`config.mk`:
```
export PLATFORM = sky130hd
export DESIGN_NAME = fault_supervisor
export DESIGN_NICKNAME = d
export VERILOG_FILES = /design/src/rtl/fs_pkg.sv /design/src/rtl/fs_sync.sv /design/src/rtl/fs_slew.sv /design/src/rtl/fs_ctrl.sv /design/src/rtl/fault_supervisor.sv
export SDC_FILE = /design/constraint.sdc
export NUM_CORES = 1
export LEC_CHECK = 0
export ABC_AREA = 1
export BUFFER_PORTS_ARGS = -buffer_cell sky130_fd_sc_hd__buf_2
export CELL_PAD_IN_SITES_DETAIL_PLACEMENT = 0
export CELL_PAD_IN_SITES_GLOBAL_PLACEMENT = 1
export CORE_MARGIN = 2
export CORE_UTILIZATION = 40
export CTS_CLUSTER_DIAMETER = 120
export DETAILED_ROUTE_END_ITERATION = 7
export PLACE_DENSITY_LB_ADDON = 0.1
export RECOVER_POWER = 50
export SYNTH_ARGS = -nofsm -noshare
export SYNTH_HDL_FRONTEND = slang
export SYNTH_SLANG_ARGS = --single-unit
```
`constraint.sdc`:
```
create_clock -name clk -period 2.49 [get_ports clk]
set_input_delay 0.498 -clock clk [delete_from_list [all_inputs] [get_ports clk]]
set_output_delay 0.498 -clock clk [all_outputs]
set_load 0.1 [all_outputs]
```
`src/rtl/fs_pkg.sv`:
```
package fs_pkg;
  typedef enum logic [2:0] {
    ST_OFF     = 3'd0,
    ST_RUN     = 3'd1,
    ST_SOFT    = 3'd2,
    ST_PARK    = 3'd3,
    ST_CROWBAR = 3'd4
  } fs_state_e;

  typedef enum logic [1:0] {
    CAUSE_NONE = 2'd0,
    CAUSE_OV   = 2'd1,
    CAUSE_UV   = 2'd2,
    CAUSE_OT   = 2'd3
  } fs_cause_e;
endpackage

```
`src/rtl/fs_sync.sv`:
```
module fs_sync #(
  parameter int WIDTH  = 3,
  parameter int STAGES = 2
) (
  input  logic             clk,
  input  logic             rst_n,
  input  logic [WIDTH-1:0] din,
  output logic [WIDTH-1:0] dout
);
  logic [WIDTH-1:0] stage_q [STAGES];

  always_ff @(posedge clk or negedge rst_n) begin
    if (!rst_n) stage_q[0] <= '0;
    else        stage_q[0] <= din;
  end

  for (genvar g = 1; g < STAGES; g++) begin : g_stage
    always_ff @(posedge clk or negedge rst_n) begin
      if (!rst_n) stage_q[g] <= '0;
      else        stage_q[g] <= stage_q[g-1];
    end
  end

  assign dout = stage_q[STAGES-1];
endmodule

```
`src/rtl/fs_slew.sv`:
```
module fs_slew #(
  parameter int CODE_W    = 5,
  parameter int BLANK_CYC = 24
) (
  input  logic              clk,
  input  logic              rst_n,
  input  logic [CODE_W-1:0] tgt_in,
  input  logic              force_zero,
  output logic [CODE_W-1:0] code,
  output logic              blanked
);
  localparam int CNT_W = $clog2(BLANK_CYC + 1);
  localparam logic [CNT_W-1:0] CNT_LOAD = CNT_W'(BLANK_CYC);

  logic [CODE_W-1:0] tgt_q, code_q;
  logic [CNT_W-1:0]  cnt_q;

  always_ff @(posedge clk or negedge rst_n) begin
    if (!rst_n) begin
      tgt_q  <= '0;
      code_q <= '0;
      cnt_q  <= CNT_LOAD;
    end else begin
      tgt_q <= tgt_in;
      if (force_zero)          code_q <= '0;
      else if (code_q < tgt_q) code_q <= code_q + CODE_W'(1);
      else if (code_q > tgt_q) code_q <= code_q - CODE_W'(1);
      if (code_q != tgt_q)     cnt_q <= CNT_LOAD;
      else if (cnt_q != '0)    cnt_q <= cnt_q - CNT_W'(1);
    end
  end

  assign code    = code_q;
  assign blanked = (code_q != tgt_q) || (cnt_q != '0);
endmodule

```
`src/rtl/fs_ctrl.sv`:
```
module fs_ctrl
  import fs_pkg::*;
(
  input  logic      clk,
  input  logic      rst_n,
  input  logic      shdn_n,
  input  logic      test_mode,
  input  logic      ov_s,
  input  logic      uv_s,
  input  logic      ot_s,
  input  logic      blanked,
  input  logic      code_zero,
  output fs_state_e state_q,
  output fs_state_e state_d,
  output logic      latched,
  output fs_cause_e cause
);
  logic      shdn_q;
  logic      ov_det, uv_det, ot_det, set_fault, clear_fault;
  fs_cause_e new_cause;

  always_comb begin
    ov_det = ov_s && !test_mode;
    uv_det = uv_s && !blanked && !test_mode;
    ot_det = ot_s && !test_mode;
    state_d = state_q;
    if (!shdn_n)        state_d = ST_OFF;
    else if (test_mode) state_d = ST_RUN;
    else begin
      unique case (state_q)
        ST_OFF:  state_d = ST_RUN;
        ST_RUN: begin
          if (ov_det)                state_d = ST_CROWBAR;
          else if (ot_det || uv_det) state_d = ST_SOFT;
        end
        ST_SOFT: begin
          if (ov_det)         state_d = ST_CROWBAR;
          else if (code_zero) state_d = ST_PARK;
        end
        ST_PARK: if (ov_det) state_d = ST_CROWBAR;
        default: state_d = state_q;
      endcase
    end
    set_fault   = shdn_n && (state_q == ST_RUN) && (ov_det || ot_det || uv_det);
    clear_fault = test_mode || (shdn_n && !shdn_q);
    if (ov_det)      new_cause = CAUSE_OV;
    else if (ot_det) new_cause = CAUSE_OT;
    else             new_cause = CAUSE_UV;
  end

  always_ff @(posedge clk or negedge rst_n) begin
    if (!rst_n) begin
      state_q <= ST_OFF;
      shdn_q  <= 1'b1;
      latched <= 1'b0;
      cause   <= CAUSE_NONE;
    end else begin
      state_q <= state_d;
      shdn_q  <= shdn_n;
      if (clear_fault) begin
        latched <= 1'b0;
        cause   <= CAUSE_NONE;
      end else if (set_fault) begin
        latched <= 1'b1;
        if (!latched) cause <= new_cause;
      end
    end
  end
endmodule

```
`src/rtl/fault_supervisor.sv`:
```
module fault_supervisor
  import fs_pkg::*;
#(
  parameter int PHASES      = 2,
  parameter int CODE_W      = 5,
  parameter int BLANK_CYC   = 24,
  parameter int SYNC_STAGES = 2
) (
  input  logic              clk,
  input  logic              rst_n,
  input  logic              shdn_n,
  input  logic              test_mode,
  input  logic              ov_raw,
  input  logic              uv_raw,
  input  logic              ot_raw,
  input  logic [CODE_W-1:0] target_code,
  output logic [PHASES-1:0] hs_en,
  output logic [PHASES-1:0] ls_en,
  output logic [CODE_W-1:0] dac_code,
  output logic              vr_ok,
  output logic              fault_latched,
  output logic [1:0]        fault_cause
);
  localparam int NFLAG = 3;

  logic [NFLAG-1:0]  flags_s;
  logic              ov_s, uv_s, ot_s, blanked;
  logic [CODE_W-1:0] tgt_eff;
  logic              force_zero;
  fs_state_e         state_q, state_d;
  fs_cause_e         cause;

  fs_sync #(.WIDTH(NFLAG), .STAGES(SYNC_STAGES)) u_sync (
    .clk  (clk),
    .rst_n(rst_n),
    .din  ({ot_raw, uv_raw, ov_raw}),
    .dout (flags_s)
  );
  assign ov_s = flags_s[0];
  assign uv_s = flags_s[1];
  assign ot_s = flags_s[2];

  fs_ctrl u_ctrl (
    .clk      (clk),
    .rst_n    (rst_n),
    .shdn_n   (shdn_n),
    .test_mode(test_mode),
    .ov_s     (ov_s),
    .uv_s     (uv_s),
    .ot_s     (ot_s),
    .blanked  (blanked),
    .code_zero(dac_code == '0),
    .state_q  (state_q),
    .state_d  (state_d),
    .latched  (fault_latched),
    .cause    (cause)
  );

  assign tgt_eff    = (state_d == ST_RUN) ? target_code : '0;
  assign force_zero = (state_d == ST_OFF) || (state_d == ST_CROWBAR);

  fs_slew #(.CODE_W(CODE_W), .BLANK_CYC(BLANK_CYC)) u_slew (
    .clk       (clk),
    .rst_n     (rst_n),
    .tgt_in    (tgt_eff),
    .force_zero(force_zero),
    .code      (dac_code),
    .blanked   (blanked)
  );

  always_comb begin
    hs_en = '0;
    ls_en = '0;
    unique case (state_q)
      ST_RUN, ST_SOFT:     begin hs_en = '1; ls_en = '1; end
      ST_PARK, ST_CROWBAR: begin hs_en = '0; ls_en = '1; end
      default:             begin hs_en = '0; ls_en = '0; end
    endcase
  end

  assign vr_ok       = (state_q == ST_RUN) && !blanked;
  assign fault_cause = cause;
endmodule

```
Yosys cells after proc, flatten, opt, wreduce, memory -nomap -nowiden
Index checks and enable logic that the tools add are counted.
{"block": "totals", "elab_cells": 72, "register_bits": 28, "out_inout_bits": 13, "inputBits": 12}
{"block": "op_classes", "order_cmp": 2, "reduce_logical": 27, "addsub": 3, "mux": 23, "eq_ne": 8}
{"cell": "$mux W5", "count": 6}
{"cell": "$mux W3", "count": 7}
{"cell": "$mux W2", "count": 6}
{"cell": "$pmux W3 S4", "count": 1}
{"cell": "$sub A5 B1 Y5 const B", "count": 2}
{"cell": "$logic_and A1 B1 Y1", "count": 8}
{"cell": "$eq A3 B1 Y1 const B", "count": 2}
{"cell": "$eq A3 B2 Y1 const B", "count": 2}
{"cell": "$eq A3 B3 Y1 const B", "count": 2}
{"cell": "$logic_not A3 Y1", "count": 2}
{"cell": "$logic_or A1 B1 Y1", "count": 6}
{"cell": "$add A5 B1 Y5 const B", "count": 1}
{"cell": "$gt A5 B5 Y1", "count": 1}
{"cell": "$logic_not A5 Y1", "count": 1}
{"cell": "$lt A5 B5 Y1", "count": 1}
{"cell": "$ne A5 B5 Y1", "count": 1}
{"cell": "$reduce_bool A5 Y1", "count": 1}
{"cell": "$reduce_bool A2 Y1", "count": 2}
{"cell": "$reduce_or A4 Y1", "count": 1}
{"cell": "$logic_not A1 Y1", "count": 3}
{"cell": "$mux W1", "count": 3}
{"cell": "$reduce_bool A3 Y1", "count": 1}
{"cell": "$ne A2 B2 Y1 const B", "count": 1}
{"cell": "$reduce_and A2 Y1", "count": 1}
{"cell": "$reduce_or A2 Y1", "count": 1}

Longest topological paths before layout
{"block": "depth", "depth_word": 14, "mapped_depth": 16, "mapped_depth_nobuf": 16}

By module
A second synthesis with hierarchy kept.
{"block": "unflattened", "hier_cells": 205, "area_unflattened_um2": 1689.1}
{"module": "fs_slew", "n_inst": 1, "cells_each": 104, "area_each_um2": 935.9}
{"module": "fs_ctrl", "n_inst": 1, "cells_each": 61, "area_each_um2": 446.7}
{"module": "fs_sync", "n_inst": 1, "cells_each": 9, "area_each_um2": 172.7}
{"module": "fault_supervisor", "n_inst": 1, "cells_each": 31, "area_each_um2": 133.9}

Worst setup path after synthesis
OpenSTA, ideal clock, no wires.
{"block": "synth_timing", "path_kind": "reg2out", "start": "register u_slew.code_q[0] (netlist: u_slew.code[0])", "end": "output port vr_ok", "required_ps": 1992, "arrival_ps": 3131, "path_stages_with_launch": 7, "slack_ps": -1139, "n_path_buf": 0, "path_cell_list": "dfrtp_1 -> inv_1 -> ha_1 -> nand3_2 -> nor2_4 -> nand2_1 -> nor2_1"}
{"block": "synth_between", "elab_chain_cells": 4}
{"item": "start: declaration", "line": "fs_slew.sv:15", "rtl": "logic [CODE_W-1:0] tgt_q, code_q;"}
{"item": "start signal: assignment", "line": "fs_slew.sv:26", "rtl": "else if (code_q < tgt_q) code_q <= code_q + CODE_W'(1);"}
{"item": "start signal: assignment", "line": "fs_slew.sv:27", "rtl": "else if (code_q > tgt_q) code_q <= code_q - CODE_W'(1);"}
{"item": "$ne A5 B5 Y1", "line": "fs_slew.sv:34", "rtl": "assign blanked = (code_q != tgt_q) || (cnt_q != '0);"}
{"item": "$logic_or A1 B1 Y1", "line": "fs_slew.sv:34"}
{"item": "$logic_not A1 Y1", "line": "fault_supervisor.sv:81", "rtl": "assign vr_ok = (state_q == ST_RUN) && !blanked;"}
{"item": "$logic_and A1 B1 Y1", "line": "fault_supervisor.sv:81"}
{"item": "end: declaration", "line": "fault_supervisor.sv:20", "rtl": "output logic vr_ok,"}
Every way passes these cells.

Worst setup path in the final report
{"block": "layout_timing", "start": "register u_slew.code_q[4] (netlist: u_slew.code[4])", "end": "register u_slew.code_q[4] (netlist: u_slew.code[4])"}
{"block": "layout_between", "elab_chain_cells": 14, "word_cells_on_any_way": 25, "cone_classes": "2 x add/sub; 2 x order compare; 2 x eq/ne; 10 x mux; 9 x reduce/logical"}
{"item": "$ne A5 B5 Y1", "line": "fs_slew.sv:34"}
{"item": "$logic_or A1 B1 Y1", "line": "fs_slew.sv:34"}
{"item": "$logic_not A1 Y1", "line": "fs_ctrl.sv:24", "rtl": "uv_det = uv_s && !blanked && !test_mode;"}
{"item": "$logic_and A1 B1 Y1 (2 in a row)", "line": "fs_ctrl.sv:24"}
{"item": "$logic_or A1 B1 Y1", "line": "fs_ctrl.sv:34", "rtl": "else if (ot_det || uv_det) state_d = ST_SOFT;"}
{"item": "$mux W3", "line": "fs_ctrl.sv:34"}
{"item": "$mux W3", "line": "fs_ctrl.sv:33", "rtl": "if (ov_det) state_d = ST_CROWBAR;"}
{"item": "$pmux W3 S4", "line": "fs_ctrl.sv:30", "rtl": "unique case (state_q)"}
{"item": "$mux W3", "line": "fs_ctrl.sv:28", "rtl": "else if (test_mode) state_d = ST_RUN;"}
{"item": "$mux W3", "line": "fs_ctrl.sv:27", "rtl": "if (!shdn_n) state_d = ST_OFF;"}
{"item": "$eq A3 B3 Y1 or $logic_not A3 Y1 (tied branches)", "line": "fault_supervisor.sv:60", "rtl": "assign force_zero = (state_d == ST_OFF) || (state_d == ST_CROWBAR);"}
{"item": "$logic_or A1 B1 Y1", "line": "fault_supervisor.sv:60"}
{"item": "$reduce_bool A3 Y1 (no source line) or $mux W5 (tied branches)"}
Several ways; a longest one is shown, not always the timed one. The select of a mux whose other input is x is not followed.
A chain may end at the register's enable or synchronous reset.

==> flow_metrics.tcl <==
set metrics [dict create \
    status "completed" \
    layout-drive-gt1-share_pct 29.0 \
    vias_per_cell 4.66 \
    power_mw 2.32 \
    clkPwrFrac_pct 15.2 \
    finalClockSkew_ns 0.00371 \
    die_y_um 66.2 \
    vias 1236 \
    drv_cap 0 \
    grt_pass1_vias 1188 \
    dp_hpwl_mm 2.31 \
    port_buffers 24 \
    syn-instance-count 186 \
    finalCriticalPeriod_ns 2.31 \
    clk_latency_ns 0.27 \
    drc_errors 0 \
    cts_htree_levels 1 \
    pin_count 25 \
    synthDistinctLibCells 26 \
    seqPwrFrac_pct 26.0 \
    final_cells 265 \
    synth_seq_cells 28 \
    die_w_um 66.2 \
    finalWirelength_mm 3.06 \
    slowest_delay_ns 0.53 \
    grt_pass1_wl_mm 5.26 \
    final_common_cell "inv_1" \
    critPathMaxFanout 6 \
    drt_iter0_drc 39 \
    nFillCells 370 \
    layout_common_cells "35 x inv_1, 34 x nand2_1, 21 x buf_2" \
    cp_slowest_cell "dfrtp_4" \
    power_density_nw_per_um2 1200 \
    grt_max_degree 29 \
    clk_pin_slew_worst_paths_ns 0.10 \
    grt_usage_pct 15.5 \
    cts_root_buf "clkbuf_8" \
    antenna_left 0 \
    setup_viol 0 \
    hold_end "u_sync.stage_q[4]" \
    setup_ws_ns 0.177 \
    power_frac_comb_pct 58.8 \
    syn2layout_area_growth_pct 24.2 \
    path_cells "ha_4 -> nand2_1 -> nor2_1 -> nand2_2 -> nand2_4 -> inv_1 -> fa_2 -> o21ai_2 -> nand3_2 -> nand2_1 -> nand2_1 -> nand2_1 -> inv_1 -> a21oi_1" \
    numClockSinks 28 \
    place_inst 258 \
    start_kind "flop" \
    multi_input_area_sq_um 764 \
    slew_violations 0 \
    hold_viol 0 \
    r2r_start "u_slew.code[4]" \
    fmax_mhz 432 \
    worstMarginPinSlew_ns 1.45 \
    synth_fp_nets 209 \
    dieArea_sq_um 4390 \
    start_util_pct 42.0 \
    clk_path_buf_depth 2 \
    seq_area_sq_um 716 \
    min_from "uv_raw" \
    cts_hold_buffers 0 \
    yosys_warnings 0 \
    place_congestion 0.852 \
    fin_crit_sh_pct 92.9 \
    path_common_cell "nand2_1" \
    r2r-end "u_slew.code[4]" \
    p_switching_mw 1.06 \
    rsz0062_at_grt "false" \
    worstPathArrival_ns 2.51 \
    irDropWorstVdd_mv 0.959 \
    p_leak_nw 1.02 \
    syn_area_sq_um 1550 \
    antenna_found_initial 0 \
    avgSynthCellArea_sq_um 8.33 \
    yosysSeqAreaShare_pct 45.5 \
    r2r_cells 14 \
    hold_path.class "input port to flop" \
    reg2reg_slack_ns 0.18 \
    whs_ns 0.329 \
    pre_cts_ws_ns -0.0132 \
    critPathRequiredTime_ns 2.69 \
    core_sq_um 3690 \
    critPathKind "flop to flop" \
    n_antenna_cell 0 \
    whs_path_depth 1 \
    nNetsFinal 241 \
    slew_headroom_pct 3.01 \
    netSwitchingFraction_pct 45.8 \
    drt_pass1_iterations 4 \
    endpoint_kind "flop" \
    row_count 22 \
    cts_buffers 3 \
    tritoncts "done" \
    wire_per_inst_um 11.5 \
    grt.overflow.total 0 \
    internal-power_mw 1.26 \
]
kinds of logic (layout without fill, tap and decap cells):
group,after synthesis,in the layout,synth area share (%)
AO/OA/AOI/OAI,24,24,7.92
buffers and inverters,39,70,10.4
XOR/XNOR,4,4,2.26
adder cells (fa/ha/maj),11,11,9.37
flip-flops,28,28,45.5
AND/OR/NAND/NOR,80,80,24.6
how the worst max path moves through the flow:
stage / startpoint / slack (ns) / endpoint
global route: u_slew.code[2] / 0.005 / u_slew.code[4]
global placement: u_slew.code[4] / 0.08 / u_slew.code[4]
floorplan: u_slew.code[0] / -0.07 / vr_ok
finish: u_slew.code[4] / 0.18 / u_slew.code[4]
detailed placement: u_slew.code[4] / -0.01 / u_slew.code[4]
CTS: u_slew.code[4] / 0.03 / u_slew.code[4]
worst max-delay path: cells and delay by family (launching register included):
kind	cells	cell delay, ns
AND/OR/NAND/NOR	8	0.69
adder cells (fa/ha/maj)	2	0.65
flip-flops	1	0.53
AO/OA/AOI/OAI	2	0.27
buffers and inverters	2	0.11
state kept, by name (all words and copies together), names as in the netlist:
signal,flops
u_sync.stage_q,3
u_slew.code,5
u_ctrl.latched,1
u_slew.tgt_q,5
u_slew.cnt_q,5
u_ctrl.cause,2
u_ctrl.state_q,3
u_sync.dout,3
u_ctrl.shdn_q,1
cells in the mapped netlist:
library cell,count,share of area [%]
nand3b_1,1,0.48
nor4_1,1,0.40
a21oi_1,11,3.6
buf_6,1,0.73
nor2_1,13,3.2
a21o_1,1,0.48
inv_1,35,8.5
nand2_2,5,2.0
o21ai_0,11,3.6
buf_4,2,0.97
xnor2_1,1,0.57
nand2_4,1,0.73
nand4_1,1,0.40
ha_1,10,8.1
dfstp_2,3,5.1
nor2_2,1,0.40
inv_2,1,0.24
o21ai_1,1,0.32
nor3_1,6,1.9
xor2_1,3,1.7
dfrtp_1,25,40
nand2_1,35,8.5
nand3_1,12,3.9
nand3_2,3,1.9
fa_1,1,1.3
nor2_4,1,0.73
per-stage QoR:
stage | util [%] | TNS [ns] | instance area [sq um]
after floorplan | - | -0.0674 | 1580
after global placement | 48.0 | 0 | 1770
after detailed placement | 48.0 | -0.0132 | 1770
after CTS | 49.9 | 0 | 1840
after global routing | 52.2 | 0 | 1920
final | 52.2 | 0 | 1920
area by class of cell:
type	instances	share of cell area, %
clock buffer	3	2.15
tap	48	3.12
clock inverter	1	1.56
multi-input combinational	119	39.7
inverter	36	7.02
timing repair buffer	30	9.23
sequential	28	37.2
metal layers:
| metal | routed length [um] | GRT usage, % |
|---|---|---|
| met1 | 1490 | 20.9 |
| met2 | 1440 | 25.8 |
| met3 | 115 | 2.56 |
| met5 | 0 | 0 |
| met4 | 14 | 3.83 |
power by group through the flow:
stage	combinational, mW	sequential, mW	clock, mW
2_1_floorplan	0.744	0.819	0
3_3_place_gp	1.17	0.611	0
3_5_place_dp	1.18	0.613	0
4_1_cts	1.19	0.605	0.363
5_1_grt	1.52	0.615	0.386
6_report	1.36	0.602	0.353
what timing repair did:
action,4_1_cts,5_1_grt
pin swaps,0,3
setup endpoints to repair,1,2
gates resized for setup,1,10
buffers inserted,0,3
Note: power is estimated with default switching activity, not from simulation.
